**config.mk**
```make
export PLATFORM = sky130hd
export DESIGN_NAME = lsm_sequencer
export DESIGN_NICKNAME = d
export VERILOG_FILES = /design/src/rtl/lsm_pkg.sv /design/src/rtl/lsm_mode_map.sv /design/src/rtl/lsm_lowest.sv /design/src/rtl/lsm_addr_plan.sv /design/src/rtl/lsm_sequencer.sv
export SDC_FILE = /design/constraint.sdc
export NUM_CORES = 1
export LEC_CHECK = 0
export ABC_AREA = 1
export BUFFER_PORTS_ARGS = -buffer_cell sky130_fd_sc_hd__buf_4
export CAP_MARGIN = 25
export CORE_ASPECT_RATIO = 1.5
export CORE_MARGIN = 2
export CORE_UTILIZATION = 55
export CTS_BUF_LIST = sky130_fd_sc_hd__clkbuf_4
export DETAILED_ROUTE_END_ITERATION = 7
export GPL_TIMING_DRIVEN = 1
export MAX_ROUTING_LAYER = met4
export PLACE_DENSITY = 0.77
export SLEW_MARGIN = 5
export SYNTH_ARGS = -nofsm -noshare
export SYNTH_HDL_FRONTEND = slang
export SYNTH_SLANG_ARGS = --single-unit
```
**constraint.sdc**
```tcl
create_clock -name clk -period 13.91 [get_ports clk]
set_input_delay 2.782 -clock clk [delete_from_list [all_inputs] [get_ports clk]]
set_output_delay 2.782 -clock clk [all_outputs]
set_load 0.05 [all_outputs]
```
**src/rtl/lsm_pkg.sv**
```systemverilog
package lsm_pkg;
    localparam int MODE_W         = 3;
    localparam int MODE_STACK_BIT = 2;
    localparam int MODE_UP_BIT    = 1;
    localparam int MODE_PRE_BIT   = 0;

    typedef enum logic [1:0] {
        SEQ_IDLE = 2'd0,
        SEQ_XFER = 2'd1,
        SEQ_FIN  = 2'd2
    } seq_state_e;
endpackage

```
**src/rtl/lsm_mode_map.sv**
```systemverilog
module lsm_mode_map
    import lsm_pkg::*;
(
    input  logic [MODE_W-1:0] mode,
    input  logic              is_load,
    output logic              step_up,
    output logic              step_pre
);
    // Stack view: a store keeps the direction and fullness bits as they are,
    // and a load inverts both of them.
    logic flip;

    always_comb begin
        flip     = mode[MODE_STACK_BIT] & is_load;
        step_up  = mode[MODE_UP_BIT] ^ flip;
        step_pre = mode[MODE_PRE_BIT] ^ flip;
    end
endmodule

```
**src/rtl/lsm_lowest.sv**
```systemverilog
module lsm_lowest #(
    parameter int N = 16,
    localparam int IDX_W = $clog2(N)
) (
    input  logic [N-1:0]     bits,
    output logic [N-1:0]     first_hot,
    output logic [IDX_W-1:0] first_idx
);
    logic [N:0] seen;
    assign seen[0] = 1'b0;

    genvar g;
    generate
        for (g = 0; g < N; g++) begin : g_chain
            assign first_hot[g] = bits[g] & ~seen[g];
            assign seen[g+1]    = seen[g] | bits[g];
        end
    endgenerate

    always_comb begin
        first_idx = '0;
        for (int i = 0; i < N; i++) begin
            if (first_hot[i]) first_idx = first_idx | IDX_W'(i);
        end
    end
endmodule

```
**src/rtl/lsm_addr_plan.sv**
```systemverilog
module lsm_addr_plan #(
    parameter int N      = 16,
    parameter int ADDR_W = 32,
    localparam int CNT_W = $clog2(N + 1)
) (
    input  logic [N-1:0]      mask,
    input  logic [ADDR_W-1:0] base,
    input  logic              step_up,
    input  logic              step_pre,
    input  logic              wb,
    output logic [ADDR_W-1:0] first_addr,
    output logic [ADDR_W-1:0] new_base
);
    localparam logic [ADDR_W-1:0] WORD = ADDR_W'(4);

    logic [CNT_W-1:0]  count;
    logic [ADDR_W-1:0] span;

    always_comb begin
        count = '0;
        for (int i = 0; i < N; i++) count = count + CNT_W'(mask[i]);
        span = ADDR_W'(count) << 2;

        if (step_up) first_addr = step_pre ? base + WORD : base;
        else         first_addr = step_pre ? base - span : base - span + WORD;

        if (!wb)          new_base = base;
        else if (step_up) new_base = base + span;
        else              new_base = base - span;
    end
endmodule

```
**src/rtl/lsm_sequencer.sv**
```systemverilog
module lsm_sequencer
    import lsm_pkg::*;
#(
    parameter int NUM_REGS = 16,
    parameter int ADDR_W   = 32,
    localparam int IDX_W   = $clog2(NUM_REGS)
) (
    input  logic                clk,
    input  logic                rst_n,
    input  logic                cmd_valid,
    output logic                cmd_ready,
    input  logic [NUM_REGS-1:0] cmd_mask,
    input  logic [ADDR_W-1:0]   cmd_base,
    input  logic                cmd_load,
    input  logic [MODE_W-1:0]   cmd_mode,
    input  logic                cmd_wb,
    output logic                mem_valid,
    input  logic                mem_ready,
    output logic [IDX_W-1:0]    mem_reg,
    output logic [ADDR_W-1:0]   mem_addr,
    output logic                mem_write,
    output logic                done,
    output logic                base_wb_en,
    output logic [ADDR_W-1:0]   base_wb_value,
    output logic                pc_loaded
);
    localparam logic [ADDR_W-1:0] WORD = ADDR_W'(4);

    typedef struct packed {
        seq_state_e          state;
        logic [NUM_REGS-1:0] left;
        logic [ADDR_W-1:0]   addr;
        logic [ADDR_W-1:0]   fin_base;
        logic                load;
        logic                pc_hit;
        logic                wb;
    } seq_t;

    seq_t seq_d, seq_q;

    logic                step_up, step_pre;
    logic [ADDR_W-1:0]   plan_first, plan_base;
    logic [NUM_REGS-1:0] pick_hot;
    logic [IDX_W-1:0]    pick_idx;
    logic [NUM_REGS-1:0] left_after;

    lsm_mode_map u_mode (
        .mode     (cmd_mode),
        .is_load  (cmd_load),
        .step_up  (step_up),
        .step_pre (step_pre)
    );

    lsm_addr_plan #(.N(NUM_REGS), .ADDR_W(ADDR_W)) u_plan (
        .mask       (cmd_mask),
        .base       (cmd_base),
        .step_up    (step_up),
        .step_pre   (step_pre),
        .wb         (cmd_wb),
        .first_addr (plan_first),
        .new_base   (plan_base)
    );

    lsm_lowest #(.N(NUM_REGS)) u_pick (
        .bits      (seq_q.left),
        .first_hot (pick_hot),
        .first_idx (pick_idx)
    );

    always_comb begin
        seq_d      = seq_q;
        left_after = seq_q.left & ~pick_hot;
        case (seq_q.state)
            SEQ_IDLE: begin
                if (cmd_valid) begin
                    seq_d.left     = cmd_mask;
                    seq_d.addr     = plan_first;
                    seq_d.fin_base = plan_base;
                    seq_d.load     = cmd_load;
                    seq_d.pc_hit   = cmd_load & cmd_mask[NUM_REGS-1];
                    seq_d.wb       = cmd_wb;
                    seq_d.state    = (|cmd_mask) ? SEQ_XFER : SEQ_FIN;
                end
            end
            SEQ_XFER: begin
                if (mem_ready) begin
                    seq_d.left = left_after;
                    seq_d.addr = seq_q.addr + WORD;
                    if (left_after == '0) seq_d.state = SEQ_FIN;
                end
            end
            SEQ_FIN:  seq_d.state = SEQ_IDLE;
            default:  seq_d.state = SEQ_IDLE;
        endcase
    end

    always_ff @(posedge clk) begin
        if (!rst_n) begin
            seq_q <= '0;
        end else begin
            seq_q <= seq_d;
        end
    end

    always_comb begin
        cmd_ready     = (seq_q.state == SEQ_IDLE);
        mem_valid     = (seq_q.state == SEQ_XFER);
        mem_reg       = pick_idx;
        mem_addr      = seq_q.addr;
        mem_write     = ~seq_q.load;
        done          = (seq_q.state == SEQ_FIN);
        base_wb_en    = done & seq_q.wb;
        base_wb_value = seq_q.fin_base;
        pc_loaded     = done & seq_q.pc_hit;
    end

    // an idle sequencer drives no beat and no completion
    assert_idle_quiet_R1: assert property (@(posedge clk) disable iff (!rst_n)
        cmd_ready |-> (!mem_valid && !done));

    // register numbers rise from one beat to the next
    assert_reg_rising_R2: assert property (@(posedge clk) disable iff (!rst_n)
        (mem_valid && mem_ready) |=> (!mem_valid || (mem_reg > $past(mem_reg))));

    // consecutive beats use consecutive word addresses
    assert_addr_step_R3: assert property (@(posedge clk) disable iff (!rst_n)
        (mem_valid && mem_ready) |=> (!mem_valid || (mem_addr == $past(mem_addr) + WORD)));

    assert_addr_align_R3: assert property (@(posedge clk) disable iff (!rst_n)
        mem_valid |-> (mem_addr[1:0] == 2'b00));

    // a stalled beat holds still
    assert_stall_hold_R4: assert property (@(posedge clk) disable iff (!rst_n)
        (mem_valid && !mem_ready) |=> (mem_valid && $stable(mem_addr) && $stable(mem_reg)));

    // completion is a single-cycle pulse with no beat beside it
    assert_done_pulse_R6: assert property (@(posedge clk) disable iff (!rst_n)
        done |=> !done);

    assert_done_alone_R6: assert property (@(posedge clk) disable iff (!rst_n)
        done |-> !mem_valid);

    // the program-counter flag comes only with the completion of a load
    assert_pc_flag_R9: assert property (@(posedge clk) disable iff (!rst_n)
        pc_loaded |-> (done && !mem_write));

    // no new command is taken while a beat is pending
    assert_busy_closed_R11: assert property (@(posedge clk) disable iff (!rst_n)
        mem_valid |-> !cmd_ready);
endmodule

```
==> metrics.txt <==
# TYPE chip_impl_metric gauge
chip_impl_metric{name="final.setup.tns",unit="ns"} 0
chip_impl_info{name="status",value="finished, final reports clean"} 1
chip_impl_metric{name="nFillCells",unit=""} 1821
chip_impl_metric{name="max-slew-margin-rel",unit="%"} 31.7
chip_impl_metric{name="share_comb_of_total_power",unit="%"} 65.8
chip_impl_metric{name="post-cts-setup-buffer-count",unit=""} 0
chip_impl_metric{name="avgRoutedWirePerCell",unit="µm"} 19.2
chip_impl_metric{name="internal_power",unit="mW"} 0.640
chip_impl_metric{name="max_freq",unit="MHz"} 119
chip_impl_metric{name="final_period_minus_worst_setup_slack",unit="ns"} 8.37
chip_impl_metric{name="post_route_cells_drive_above_1_share",unit="%"} 16.2
chip_impl_metric{name="crit_path_max_incr_delay",unit="ns"} 0.59
chip_impl_metric{name="fp.coreArea",unit="mm²"} 0.0173
chip_impl_metric{name="drt-pass1-iter-count",unit=""} 7
chip_impl_metric{name="p_seq_share",unit="%"} 23.0
chip_impl_metric{name="setup-violations-final",unit=""} 0
chip_impl_info{name="grt_setup_unrepaired",value="false"} 1
chip_impl_metric{name="worst_pin_slew",unit="ns"} 1.02
chip_impl_metric{name="cts.path.max_buffers",unit=""} 2
chip_impl_metric{name="cts-buffers-inserted",unit=""} 9
chip_impl_metric{name="cts.sinks",unit=""} 85
chip_impl_metric{name="cellPowerDensity",unit="mW/mm²"} 141
chip_impl_info{name="synth_cell_count_leaders",value="nand2_1, inv_1, nor2_1"} 1
chip_impl_metric{name="report.final.slew_viol_count",unit=""} 0
chip_impl_metric{name="global_route.overflow_total",unit=""} 0
chip_impl_metric{name="ir_drop",unit="mV"} 0.156
chip_impl_metric{name="post-route-drc-count",unit=""} 0
chip_impl_info{name="synthMostInstantiatedCell",value="nand2_1"} 1
chip_impl_metric{name="viasPerCell",unit=""} 5.92
chip_impl_metric{name="pwr-share-clk",unit="%"} 11.2
chip_impl_metric{name="area.growth.synth_to_final",unit="%"} 6.86
chip_impl_metric{name="place.gp.congestion",unit=""} 1.13
chip_impl_metric{name="power.net_switching",unit="mW"} 0.821
chip_impl_metric{name="die_width",unit="µm"} 112
chip_impl_metric{name="antenna_violating_nets_post_route",unit=""} 0
chip_impl_metric{name="dpl.hpwl",unit="mm"} 27.5
chip_impl_info{name="post-synth-top-area-cell",value="dfxtp_1"} 1
chip_impl_metric{name="wirelength",unit="mm"} 35.6
chip_impl_info{name="cts_tree",value="yes"} 1
chip_impl_metric{name="final.hold.worst_slack",unit="ns"} 0.479
chip_impl_metric{name="worst_clock_skew",unit="ns"} 0.0329
chip_impl_metric{name="critPathRequiredTime",unit="ns"} 14.29
chip_impl_metric{name="max_cap_violations",unit=""} 0
chip_impl_metric{name="flip_flop_and_latch_count_after_synthesis",unit=""} 85
chip_impl_metric{name="crit_share_post_route",unit="%"} 60.2
chip_impl_info{name="critical-path-slowest-cell",value="ha_1"} 1
chip_impl_metric{name="io_pins",unit=""} 131
chip_impl_metric{name="synth_area_per_cell",unit="µm²"} 5.99
chip_impl_metric{name="grt_max_degree",unit=""} 58
chip_impl_info{name="hold_class",value="reg -> reg"} 1
chip_impl_metric{name="synth.distinct_cells",unit=""} 56
chip_impl_info{name="setup.worst_path.end_class",value="flip-flop"} 1
chip_impl_info{name="path_class",value="in -> reg"} 1
chip_impl_metric{name="power.leakage",unit="nW"} 4.61
chip_impl_metric{name="std_cell_rows",unit=""} 59
chip_impl_info{name="ys_dominant_reg_cell",value="dfxtp_1"} 1
chip_impl_metric{name="syn-num-nets",unit=""} 1706
chip_impl_metric{name="finalHoldViolations",unit=""} 0
chip_impl_metric{name="via_count",unit=""} 10984
chip_impl_metric{name="path_clk_slew",unit="ns"} 0.15
chip_impl_metric{name="numPortBuffers",unit=""} 130
chip_impl_info{name="cts.root.buffer_cell",value="clkbuf_4"} 1
chip_impl_metric{name="initial_antenna_violation_count",unit=""} 1
chip_impl_metric{name="netlist_instances",unit=""} 1616
chip_impl_metric{name="worst_ep_arrival_time",unit="ns"} 8.75
chip_impl_metric{name="synth_async_sr_flop_share",unit="%"} 0
chip_impl_metric{name="first_global_vias",unit=""} 10347
chip_impl_metric{name="synth_edf_count",unit=""} 0
chip_impl_metric{name="ys_warn_count",unit=""} 0
chip_impl_metric{name="die_area",unit="mm²"} 0.0187
chip_impl_metric{name="cts_resized",unit=""} 0
chip_impl_metric{name="global_route.usage.total",unit="%"} 38.8
chip_impl_metric{name="fp.dieH",unit="µm"} 166
chip_impl_metric{name="grt_pass1_wl",unit="mm"} 55.6
chip_impl_metric{name="start_util",unit="%"} 56.0
chip_impl_metric{name="synth_area",unit="mm²"} 0.00968
chip_impl_info{name="crit_path_launch_type",value="input port"} 1
chip_impl_metric{name="synth_largest_type_area_fraction",unit="%"} 17.6
chip_impl_info{name="synth.top_cells.by_area",value="dfxtp_1, nand2_1, inv_1"} 1
chip_impl_metric{name="synth-seq-area-share",unit="%"} 17.6
chip_impl_metric{name="power_switching_share",unit="%"} 56.2
chip_impl_metric{name="critical_path.max_fanout",unit=""} 8
chip_impl_metric{name="clock_insertion_delay_worst_skew",unit="ns"} 0.53
chip_impl_metric{name="cts_htree_levels",unit=""} 3
chip_impl_metric{name="design.final.nets",unit=""} 1725
chip_impl_metric{name="drt-initial-drc-count",unit=""} 1147
chip_impl_metric{name="number_of_hold_repair_buffers_added_at_the_cts_stage",unit=""} 0
==> power by group through the flow <==
| stage | sequential [mW] | clock, mW | combinational (mW) |
|---|---|---|---|
| after floorplan | 0.325 | 0 | 0.772 |
| after global placement | 0.337 | 0 | 0.937 |
| after detailed placement | 0.339 | 0 | 0.947 |
| after CTS | 0.334 | 0.164 | 0.950 |
| after global routing | 0.342 | 0.173 | 1.05 |
| final | 0.336 | 0.164 | 0.962 |
==> final cells by class <==
| type | instances | area [µm²] | share of cell area (%) |
|---|---|---|---|
| Antenna cell | 1 | 2.50 | 0.0242 |
| Clock buffer | 9 | 67.6 | 0.653 |
| Clock inverter | 7 | 73.8 | 0.714 |
| Inverter | 211 | 795 | 7.68 |
| Multi-Input combinational cell | 1191 | 6410 | 62.0 |
| Sequential cell | 85 | 1700 | 16.4 |
| Tap cell | 213 | 267 | 2.58 |
| Timing Repair Buffer | 137 | 1030 | 9.94 |
==> worst max-delay path, delay by kind of cell <==
family | cells | cell delay [ns]
xor+xnor | 1 | 0.17
simple gates | 10 | 1.33
fa+ha+maj | 8 | 3.62
buf+inv | 5 | 0.30
compound gates | 3 | 0.56
==> metal layers <==
| layer | vias up | part of all wire (%) | global-route usage, % |
|---|---|---|---|
| met5 | - | 0 | - |
| met4 | 0 | 4.9 | 17.4 |
| met3 | 94 | 5.8 | 4.37 |
| met1 | 5095 | 41 | 47.1 |
| li1 | 5293 | - | - |
| met2 | 502 | 49 | 64.6 |
==> kinds of logic after synthesis <==
| kind of cell | synth area share [%] |
|---|---|
| adder cells (fa/ha/maj) | 5.20 |
| flip-flops | 17.6 |
| AO/OA/AOI/OAI | 19.7 |
| XOR/XNOR | 2.51 |
| buffers and inverters | 16.3 |
| AND/OR/NAND/NOR | 38.7 |
==> placed cells by master (no fill, tap or decap), types with 7 or more instances in the layout <==
cell / instances
nand2_1: 347
nand4_1: 28
nor2_2: 16
a221oi_1: 11
a31oi_1: 17
fa_1: 12
nor2_1: 148
buf_4: 137
clkbuf_4: 9
ha_1: 21
a21oi_2: 7
inv_1: 190
nor3_1: 31
or2_2: 7
o211ai_1: 18
inv_2: 16
a21oi_1: 138
nor4_1: 8
nand2_2: 29
nand3_1: 124
nand3b_1: 11
xor2_1: 18
nor2_4: 13
o21ai_0: 118
dfxtp_1: 85
==> sequential cells by signal (all words and copies together) (netlist names) <==
name           count
seq_q             21
mem_addr          32
base_wb_value     32
==> stage by stage <==
stage                     std cells  setup WS, ns  total power, mW  cell area [µm²]  utilization, %
after global routing           1854          5.05             1.56            10300            59.9
after detailed placement       1837          5.05             1.29            10200            59.1
after CTS                      1853          5.60             1.45            10300            59.9
after floorplan                1616          5.91             1.10             9680               -
after global placement         1837          5.12             1.27            10200            59.1
final                          1854          5.54             1.46            10300            59.9
==> worst paths after layout <==
path                            slack, ns         from  cells past startpoint           endpoint
worst max-delay path                 5.54  cmd_mask[0]                     27  base_wb_value[14]
worst min-delay path                 0.48  mem_addr[0]                      2        mem_addr[0]
worst max register to register      10.56    seq_q[84]                     10       mem_addr[10]
worst min register to register       0.48  mem_addr[0]                      2        mem_addr[0]
(Power assumes the default switching activity.)
